`src/rtl/pic_pkg.sv`:
```
// Package: shared register offsets and the register-select type for the
// nested priority interrupt controller. Assumes word addressing.
package pic_pkg;
    localparam int unsigned OFS_CUR   = 0;
    localparam int unsigned OFS_ACK   = 1;
    localparam int unsigned OFS_EOI   = 2;
    localparam int unsigned OFS_STAT  = 3;
    localparam int unsigned OFS_SWREQ = 16;
    localparam int unsigned OFS_PRIO  = 256;

    typedef enum logic [2:0] {
        SEL_NONE,
        SEL_CUR,
        SEL_ACK,
        SEL_EOI,
        SEL_STAT,
        SEL_SWREQ,
        SEL_PRIO
    } reg_sel_e;
endpackage

```
`src/rtl/pic_arbiter.sv`:
```
// Module: pic_arbiter
// Finds the pending source with the highest priority; a tie goes to the lowest
// index. Priority 0 never wins. With no winner, the index is NUM_SRC.
// Assumes priorities arrive flattened, source i at bits [i*PRIO_W +: PRIO_W].
module pic_arbiter #(
    parameter int NUM_SRC = 232,
    parameter int PRIO_W  = 4,
    parameter int VEC_W   = $clog2(NUM_SRC + 1)
) (
    input  logic [NUM_SRC-1:0]        pend,
    input  logic [NUM_SRC*PRIO_W-1:0] prio_flat,
    output logic [VEC_W-1:0]          win_idx,
    output logic [PRIO_W-1:0]         win_prio,
    output logic                      win_any
);
    // Linear scan: replace the candidate only on a strictly higher priority.
    always_comb begin
        win_idx  = VEC_W'(NUM_SRC);
        win_prio = '0;
        for (int i = 0; i < NUM_SRC; i++) begin
            if (pend[i] && (prio_flat[i*PRIO_W +: PRIO_W] > win_prio)) begin
                win_prio = prio_flat[i*PRIO_W +: PRIO_W];
                win_idx  = VEC_W'(i);
            end
        end
        win_any = (win_prio != '0);
    end
endmodule

```
`src/rtl/pic_swreq.sv`:
```
// Module: pic_swreq
// Bank of software-posted requests, one flop per request. A set strobe wins
// over a clear strobe in the same cycle. Assumes the strobes are already decoded.
module pic_swreq #(
    parameter int NUM_SW = 8
) (
    input  logic              clk,
    input  logic              rst_n,
    input  logic [NUM_SW-1:0] set_strb,
    input  logic [NUM_SW-1:0] clr_strb,
    output logic [NUM_SW-1:0] pend
);
    for (genvar k = 0; k < NUM_SW; k++) begin : g_req
        // Hold one request: set has precedence, clear withdraws it.
        always_ff @(posedge clk) begin
            if (!rst_n)            pend[k] <= 1'b0;
            else if (set_strb[k])  pend[k] <= 1'b1;
            else if (clr_strb[k])  pend[k] <= 1'b0;
        end
    end
endmodule

```
`src/rtl/pic_lifo.sv`:
```
// Module: pic_lifo
// Stack of saved priority levels. A push on a full stack or a pop on an empty
// one is ignored; the caller detects that through full/empty.
module pic_lifo #(
    parameter int DEPTH = 16,
    parameter int WIDTH = 4,
    parameter int CNT_W = $clog2(DEPTH + 1)
) (
    input  logic             clk,
    input  logic             rst_n,
    input  logic             push,
    input  logic             pop,
    input  logic [WIDTH-1:0] push_data,
    output logic [WIDTH-1:0] top,
    output logic [CNT_W-1:0] count,
    output logic             full,
    output logic             empty
);
    localparam int IDX_W = (DEPTH > 1) ? $clog2(DEPTH) : 1;

    logic [WIDTH-1:0] mem [DEPTH];
    logic [IDX_W-1:0] wr_idx;
    logic [IDX_W-1:0] rd_idx;

    assign full   = (count == CNT_W'(DEPTH));
    assign empty  = (count == '0);
    assign wr_idx = IDX_W'(count);
    assign rd_idx = IDX_W'(count - CNT_W'(1));
    assign top    = empty ? '0 : mem[rd_idx];

    // Track the fill level; push and pop are never asked in the same cycle.
    always_ff @(posedge clk) begin
        if (!rst_n)                count <= '0;
        else if (push && !full)    count <= count + CNT_W'(1);
        else if (pop && !empty)    count <= count - CNT_W'(1);
    end

    // Store each saved level in the next free slot.
    always_ff @(posedge clk) begin
        if (!rst_n) begin
            for (int d = 0; d < DEPTH; d++) mem[d] <= '0;
        end else if (push && !full) begin
            mem[wr_idx] <= push_data;
        end
    end
endmodule

```
`src/rtl/pic_ctrl.sv`:
```
// Module: pic_ctrl (top)
// Nested priority interrupt controller with a register port. It decodes
// register accesses, holds the source priorities and the current priority,
// and drives the registered interrupt output. Assumes reg_wr and reg_rd are
// not asserted together; if they are, the write is done and the read dropped.
module pic_ctrl #(
    parameter int NUM_SRC = 232,
    parameter int NUM_SW  = 8,
    parameter int PRIO_W  = 4,
    parameter int ADDR_W  = 9,
    parameter int DATA_W  = 32,
    localparam int VEC_W  = $clog2(NUM_SRC + 1)
) (
    input  logic               clk,
    input  logic               rst_n,
    input  logic [NUM_SRC-1:0] hw_irq_i,
    input  logic               reg_wr,
    input  logic               reg_rd,
    input  logic [ADDR_W-1:0]  reg_addr,
    input  logic [DATA_W-1:0]  reg_wdata,
    output logic [DATA_W-1:0]  reg_rdata,
    output logic               irq_o,
    output logic [VEC_W-1:0]   irq_vec_o
);
    import pic_pkg::*;

    localparam int NUM_LVL = 1 << PRIO_W;
    localparam int CNT_W   = $clog2(NUM_LVL + 1);
    localparam logic [ADDR_W-1:0] A_CUR  = ADDR_W'(OFS_CUR);
    localparam logic [ADDR_W-1:0] A_ACK  = ADDR_W'(OFS_ACK);
    localparam logic [ADDR_W-1:0] A_EOI  = ADDR_W'(OFS_EOI);
    localparam logic [ADDR_W-1:0] A_STAT = ADDR_W'(OFS_STAT);
    localparam logic [ADDR_W-1:0] A_SW   = ADDR_W'(OFS_SWREQ);
    localparam logic [ADDR_W-1:0] A_PRIO = ADDR_W'(OFS_PRIO);
    localparam logic [ADDR_W-1:0] N_SW   = ADDR_W'(NUM_SW);
    localparam logic [ADDR_W-1:0] N_SRC  = ADDR_W'(NUM_SRC);

    reg_sel_e                  sel;
    logic [ADDR_W-1:0]         sw_idx;
    logic [ADDR_W-1:0]         prio_idx;
    logic                      do_wr;
    logic                      do_rd;
    logic [PRIO_W-1:0]         cur_prio_q;
    logic                      err_q;
    logic [PRIO_W-1:0]         prio_q [NUM_SRC];
    logic [NUM_SRC*PRIO_W-1:0] prio_flat;
    logic [NUM_SW-1:0]         sw_set;
    logic [NUM_SW-1:0]         sw_clr;
    logic [NUM_SW-1:0]         sw_pend;
    logic [NUM_SRC-1:0]        pend;
    logic [VEC_W-1:0]          win_idx;
    logic [PRIO_W-1:0]         win_prio;
    logic                      win_any;
    logic                      win_valid;
    logic                      ack;
    logic                      eoi;
    logic                      push;
    logic                      pop;
    logic [PRIO_W-1:0]         lifo_top;
    logic [CNT_W-1:0]          lifo_cnt;
    logic                      lifo_full;
    logic                      lifo_empty;
    logic [PRIO_W-1:0]         prio_rd;
    logic                      sw_rd;
    logic                      unused_wdata;

    assign unused_wdata = ^reg_wdata[DATA_W-1:PRIO_W];
    assign do_wr    = reg_wr;
    assign do_rd    = reg_rd && !reg_wr;
    assign sw_idx   = reg_addr - A_SW;
    assign prio_idx = reg_addr - A_PRIO;

    // Map the word address onto a register group.
    always_comb begin
        sel = SEL_NONE;
        if (reg_addr == A_CUR)                               sel = SEL_CUR;
        else if (reg_addr == A_ACK)                          sel = SEL_ACK;
        else if (reg_addr == A_EOI)                          sel = SEL_EOI;
        else if (reg_addr == A_STAT)                         sel = SEL_STAT;
        else if (reg_addr >= A_SW && sw_idx < N_SW)          sel = SEL_SWREQ;
        else if (reg_addr >= A_PRIO && prio_idx < N_SRC)     sel = SEL_PRIO;
    end

    // Per-source priority registers and their flattened view for the arbiter.
    for (genvar i = 0; i < NUM_SRC; i++) begin : g_prio
        always_ff @(posedge clk) begin
            if (!rst_n)
                prio_q[i] <= '0;
            else if (do_wr && sel == SEL_PRIO && prio_idx == ADDR_W'(i))
                prio_q[i] <= reg_wdata[PRIO_W-1:0];
        end
        assign prio_flat[i*PRIO_W +: PRIO_W] = prio_q[i];
    end

    // Set and clear strobes for the software request bank.
    for (genvar k = 0; k < NUM_SW; k++) begin : g_swstrb
        assign sw_set[k] = do_wr && sel == SEL_SWREQ && sw_idx == ADDR_W'(k) && reg_wdata[1];
        assign sw_clr[k] = do_wr && sel == SEL_SWREQ && sw_idx == ADDR_W'(k) && reg_wdata[0];
    end

    pic_swreq #(.NUM_SW(NUM_SW)) u_swreq (
        .clk      (clk),
        .rst_n    (rst_n),
        .set_strb (sw_set),
        .clr_strb (sw_clr),
        .pend     (sw_pend)
    );

    assign pend = hw_irq_i | {{(NUM_SRC-NUM_SW){1'b0}}, sw_pend};

    pic_arbiter #(.NUM_SRC(NUM_SRC), .PRIO_W(PRIO_W), .VEC_W(VEC_W)) u_arb (
        .pend      (pend),
        .prio_flat (prio_flat),
        .win_idx   (win_idx),
        .win_prio  (win_prio),
        .win_any   (win_any)
    );

    assign win_valid = win_any && (win_prio > cur_prio_q);
    assign ack       = do_rd && sel == SEL_ACK;
    assign eoi       = do_wr && sel == SEL_EOI;
    assign push      = ack && win_valid && !lifo_full;
    assign pop       = eoi && !lifo_empty;

    pic_lifo #(.DEPTH(NUM_LVL), .WIDTH(PRIO_W), .CNT_W(CNT_W)) u_lifo (
        .clk       (clk),
        .rst_n     (rst_n),
        .push      (push),
        .pop       (pop),
        .push_data (cur_prio_q),
        .top       (lifo_top),
        .count     (lifo_cnt),
        .full      (lifo_full),
        .empty     (lifo_empty)
    );

    // Current priority: software load, raise on acknowledge, restore on end of interrupt.
    always_ff @(posedge clk) begin
        if (!rst_n)                             cur_prio_q <= '0;
        else if (do_wr && sel == SEL_CUR)       cur_prio_q <= reg_wdata[PRIO_W-1:0];
        else if (push)                          cur_prio_q <= win_prio;
        else if (pop)                           cur_prio_q <= lifo_top;
    end

    // Sticky error on stack overflow or underflow; write 1 to bit 0 clears it.
    always_ff @(posedge clk) begin
        if (!rst_n)                                        err_q <= 1'b0;
        else if ((ack && win_valid && lifo_full) || (eoi && lifo_empty))
                                                           err_q <= 1'b1;
        else if (do_wr && sel == SEL_STAT && reg_wdata[0]) err_q <= 1'b0;
    end

    // Select the priority and software request addressed for a read.
    always_comb begin
        prio_rd = '0;
        for (int i = 0; i < NUM_SRC; i++)
            if (prio_idx == ADDR_W'(i)) prio_rd = prio_q[i];
        sw_rd = 1'b0;
        for (int k = 0; k < NUM_SW; k++)
            if (sw_idx == ADDR_W'(k)) sw_rd = sw_pend[k];
    end

    // Registered read data, one cycle after the read strobe.
    always_ff @(posedge clk) begin
        if (!rst_n) begin
            reg_rdata <= '0;
        end else if (do_rd) begin
            case (sel)
                SEL_CUR:   reg_rdata <= DATA_W'(cur_prio_q);
                SEL_ACK:   reg_rdata <= DATA_W'(win_valid ? win_idx : VEC_W'(NUM_SRC));
                SEL_STAT:  reg_rdata <= DATA_W'(err_q);
                SEL_SWREQ: reg_rdata <= DATA_W'(sw_rd);
                SEL_PRIO:  reg_rdata <= DATA_W'(prio_rd);
                default:   reg_rdata <= '0;
            endcase
        end
    end

    // Registered request and vector to the core.
    always_ff @(posedge clk) begin
        if (!rst_n) begin
            irq_o     <= 1'b0;
            irq_vec_o <= VEC_W'(NUM_SRC);
        end else begin
            irq_o     <= win_valid;
            irq_vec_o <= win_idx;
        end
    end
endmodule

```
`config.mk`:
```
export PLATFORM = sky130hd
export DESIGN_NAME = pic_ctrl
export DESIGN_NICKNAME = d
export VERILOG_FILES = /design/src/rtl/pic_pkg.sv /design/src/rtl/pic_arbiter.sv /design/src/rtl/pic_swreq.sv /design/src/rtl/pic_lifo.sv /design/src/rtl/pic_ctrl.sv
export SDC_FILE = /design/constraint.sdc
export NUM_CORES = 2
export LEC_CHECK = 0
export BUFFER_PORTS_ARGS = -buffer_cell sky130_fd_sc_hd__buf_2
export CORE_MARGIN = 8
export CORE_UTILIZATION = 45
export DETAILED_ROUTE_END_ITERATION = 10
export PLACE_DENSITY_LB_ADDON = 0.1
export SLEW_MARGIN = 20
export SYNTH_ARGS = -nofsm -noshare
export SYNTH_HDL_FRONTEND = slang
export SYNTH_SLANG_ARGS = --single-unit
```
`constraint.sdc`:
```
create_clock -name clk -period 700.7 [get_ports clk]
set_clock_uncertainty 0.05 [all_clocks]
set_input_delay 105.105 -clock clk [delete_from_list [all_inputs] [get_ports clk]]
set_output_delay 105.105 -clock clk [all_outputs]
set_load 0.005 [all_outputs]
```
## Word level (Yosys, flattened, before mapping)

Memories as Yosys holds them, arrays and structs flattened.
Cells that the tools add are included.

- Register bits after elaboration: 59
- Bits in writable memories: 992
- Input port bits: 277
- Output and inout bits: 41
- Logic and storage cells: 2,936
- Memories: 2

Memories:

| name | depth | bits a word | read ports | clocked after memory_dff | wr ports | RTL line | text |
|---|---|---|---|---|---|---|---|
| prio_q | 232 | 4 | 232 | 0 | 232 | pic_ctrl.sv:45 | `logic [PRIO_W-1:0] prio_q [NUM_SRC];` |
| u_lifo.mem | 16 | 4 | 1 | 0 | 16 | pic_lifo.sv:21 | `logic [WIDTH-1:0] mem [DEPTH];` |

- Add/subtract/negate cells: 4
- $lt $le $gt $ge: 237
- Equal/unequal tests: 248
- Multiplexer cells: 1,671
- Bitwise logic cells: 233
- Reduce and logical (&&, ||, !) cells: 527

Operators by type and width:

| operator | count |
|---|---|
| $mux 4 | 702 |
| $mux 8 | 233 |
| $eq 9x8->1 const B | 104 |
| $gt 4x4->1 | 232 |
| $mux 1 | 727 |
| $eq 9x7->1 const B | 64 |
| $logic_and 1x1->1 | 506 |
| $eq 9x6->1 const B | 32 |
| $or 1x1->1 | 232 |
| $or 232x8->232 | 1 |
| $eq 9x5->1 const B | 16 |
| $eq 9x3->1 const B | 8 |
| $eq 9x4->1 const B | 8 |
| $eq 9x2->1 const B | 6 |
| $pmux 8 s5 | 1 |
| $eq 9x1->1 const B | 3 |
| $logic_not 9->1 | 3 |
| $reduce_bool 2->1 | 10 |
| $mux 3 | 6 |
| $mux 5 | 2 |
| $eq 3x3->1 const B | 3 |
| $ge 9x5->1 const B | 1 |
| $ge 9x9->1 const B | 1 |
| $lt 9x4->1 const B | 1 |
| 15 further kinds | 18 |

## Logic depth before layout (Yosys ltp)

An unclocked memory read counts as a cell.

- Depth after elaboration: 707
- Mapped depth: 1,946
- Depth with buffers taken out: 1,907

## Hierarchy

A second synthesis with hierarchy kept.

- Cell total of the unflattened synthesis: 13,467
- Area total of the unflattened synthesis: 112,794.4 um^2

Modules (own cells, without submodules):

| module | times used | cells each | area each (um^2) | seq. area each (um^2) |
|---|---|---|---|---|
| pic_arbiter | 1 | 8,606 | 61,216.2 | 0.0 |
| pic_ctrl | 1 | 4,569 | 47,679.5 | 28,307.1 |
| pic_lifo | 1 | 267 | 3,560.9 | 2,021.9 |
| pic_swreq | 1 | 25 | 337.8 | 160.2 |

## Least setup slack after synthesis

Ideal clock, no wire load.

- Kind: input to register
- Start: input port hw_irq_i[0]
- End: memory u_lifo.mem[10][0], enable pin
- Library setup time: 0.335 ns
- Arrival time: 441.935 ns
- Required time: 700.315 ns
- Path slack: 258.380 ns
- Cell stages on the path: 1,726
- Buffers on the path: 40
- Cells stage by stage: nor2_2 nor2b_1 inv_2 ha_1 nand4_1 nand2_1 a21oi_2 mux2_2 ha_1 and3_1 a211oi_1 a21oi_1 mux2i_2 mux2_2 inv_1 ha_1 nor2b_2 o221ai_1 [... 1690 more ...] a211o_2 mux2_2 ha_1 a41oi_1 nand2_1 o311a_1 o21ai_2 mux2i_1 ha_1 or2b_1 nor2_1 o2bb2a_1 nor2_1 o21ai_1 a2111oi_4 nand2_4 buf_6 o21ai_1

RTL lines:

| item | RTL line | text |
|---|---|---|
| from (decl) | pic_ctrl.sv:16 | `input logic [NUM_SRC-1:0] hw_irq_i,` |
| to (decl) | pic_lifo.sv:21 |  |

==> metrics.csv <==
metric,value,unit
critPathSlowestCell,o311ai_0,
ys_seq_elements,1027,
clock_sinks,1027,
finalNonFillerCells,16430,
min_path_type,flip-flop to flip-flop,
ys_seq_area_frac,0.2786,
die_area,259200,um^2
period_share,0.7127,
cts_tree,built,
fp.coreArea,242500,um^2
worstSetupPathType,primary input to flip-flop,
die_y,509.1,um
relSlewSlack,0.1668,
postCtsHoldBufs,0,
hpwl,284.8,mm
grt_pass1_vias,98510,
fin_setup_tns,0,ns
syn_inst,13140,
maxSlewViolCount,0,
drtPass1Iterations,6,
drt-wirelength-per-cell,23.23,um
synth_flop_cell,edfxtp_1,
gp_congestion,0.9137,
max_freq,2.002,MHz
io_pins,318,
drive_gt1_frac,0.1568,
grt_max_degree,129,
path_common_cell,ha_1,
ys_async_sr_fraction,0,
initial_core_util,0.4511,
cap_viol_max_count,0,
avgSynthCellArea,8.328,um^2
start_kind,primary input,
finalSetupViolCount,0,
clk_latency,0.80,ns
place_inst,16130,
fp.dieW,509.1,um
required,701.08,ns
layout.nets,13860,
grt.total_usage,0.2797,
cp_slowest_stage_delay,0.85,ns
cts_setup_buffers,0,
cts_max_level,4,
area_growth,5.769,%
synth_edf_count,992,
netlist_area,109400,um^2
dr.first_iter.drc_count,10030,
hold_violations,0,
status,finished clean,
num_rows,181,
multi_input_area,71730,um^2
rsz0062_at_grt,no,
end_kind,flip-flop,
remaining_drc_errors,0,
viasPerCell,6.300,
fillerInstances,23730,
grt_overflow,0,
critPathMaxFanout,14,
detail-route-antenna-nets,0,
cts_resized,0,
antenna_found_initial,111,
root_buffer,clkbuf_16,
cts_buffers,131,
grt_pass1_wl,578.0,mm
min_period,499.40,ns
vias,103500,
clkSlewWorstSetupHoldPaths,0.05,ns
max-clock-path-buffers,3,
regArea,30490,um^2
ys_warn_count,0,
synth.distinct_cells,228,
routed_wirelength,381.6,mm
io_buffers,265,
worstPathArrival,395.74,ns
-- registers in the layout, indices dropped and copies added, names as in the netlist --
register and count:
irq_o 1, prio_q 928, reg_rdata 8, irq_vec_o 8, u_lifo.count 5, u_swreq.pend 8, u_lifo.mem 64, err_q 1
cur_prio_q 4
-- per-stage QoR --
| stage | hold slack, ns | cell area (um^2) | util | worst slack (ns) |
|---|---|---|---|---|
| 3_3_place_gp | 0.4013 | 111300 | 0.4589 | 210.52 |
| 2_1_floorplan | 0.3907 | 109500 | - | 258.38 |
| 3_5_place_dp | 0.3984 | 111300 | 0.4589 | 204.84 |
| 5_1_grt | 0.4321 | 115600 | 0.4768 | 170.42 |
| 6_report | 0.4019 | 115700 | 0.4772 | 201.30 |
| 4_1_cts | 0.4054 | 115600 | 0.4764 | 204.28 |
-- cell usage after synthesis (61+ instances only) --
cell type / n / share of area
and3_2: 85 / 0.0058
o211ai_1: 460 / 0.032
inv_1: 824 / 0.028
a31oi_1: 156 / 0.0089
a211oi_1: 129 / 0.0089
a21oi_1: 506 / 0.023
o31ai_1: 67 / 0.0046
or2_2: 61 / 0.0035
buf_6: 71 / 0.0073
o21ai_1: 109 / 0.0050
o211a_1: 74 / 0.0068
o21a_1: 97 / 0.0067
o2111ai_1: 72 / 0.0058
a21o_1: 76 / 0.0052
clkbuf_1: 322 / 0.011
xor2_1: 86 / 0.0069
mux2i_1: 181 / 0.017
xnor2_1: 183 / 0.015
a22oi_1: 67 / 0.0046
nand3_1: 395 / 0.018
and2_1: 70 / 0.0040
nand2_1: 1604 / 0.055
mux2_2: 156 / 0.016
nand4_1: 130 / 0.0074
edfxtp_1: 992 / 0.27
and2_2: 87 / 0.0060
o21ai_0: 1104 / 0.050
nor3_1: 152 / 0.0070
ha_1: 527 / 0.060
clkbuf_8: 72 / 0.0091
nor2_1: 1804 / 0.062
-- worst max-delay path: cells and delay by family --
kind / cells / cell delay, ns
AO/OA/AOI/OAI: 335 / 76.33
adder cells (fa/ha/maj): 114 / 35.24
AND/OR/NAND/NOR: 187 / 35.12
multiplexers: 61 / 18.83
buffers and inverters: 35 / 2.39
-- cells in the final DEF, fill, tap and decap left out, types with 149 or more instances in the layout --
cell / instances
nand2_1: 1603
xnor2_1: 182
nand3_1: 391
a31oi_1: 156
nor3_1: 149
o21ai_0: 1104
mux2_2: 156
edfxtp_1: 992
nor2_1: 1795
a21oi_1: 506
o211ai_1: 460
buf_2: 264
mux2i_1: 181
inv_1: 824
ha_1: 527
-- final timing paths --
path	startpoint	to	slack [ns]	cells after the start
setup / recovery	hw_irq_i[0]	u_lifo.mem[3][2]	305.34	732
hold reg to reg	reg_rdata[7]	reg_rdata[7]	0.40	2
hold / removal	reg_rdata[7]	reg_rdata[7]	0.40	2
-- cells by family after synthesis --
logic type                 Yosys count  share of synthesized area
other                                1                 0.00003427
xor gates and xnor gates           275                    0.02242
AOI/OAI and AO/OA                 4293                     0.2954
and+or+nand+nor                   5113                     0.2237
adders and majority gates          599                    0.06702
muxes                              416                    0.04471
buffers and inverters             1415                    0.06807
DFF                               1027                     0.2786
-- final cells by class --
| type | count | area share |
|---|---|---|
| well taps | 3202 | 0.03462 |
| repair buffers | 348 | 0.01715 |
| multi-input cells | 10720 | 0.6198 |
| flip-flops and latches | 1027 | 0.2634 |
| clock inverters | 73 | 0.006098 |
| diodes | 65 | 0.001405 |
| clock buffers | 161 | 0.03057 |
| inverters | 830 | 0.02692 |
-- layer usage --
layer / wire, um / vias to the layer above / GRT usage
li1: - / 49060 / -
met1: 163300 / 50090 / 0.3686
met2: 171700 / 3611 / 0.4510
met3: 29210 / 691 / 0.05108
met4: 17240 / 34 / 0.1182
met5: 194 / - / 0
Power is left out: the tool's default activity adds up to more than one toggle a clock period on the data nets, which glitch-free logic cannot reach.
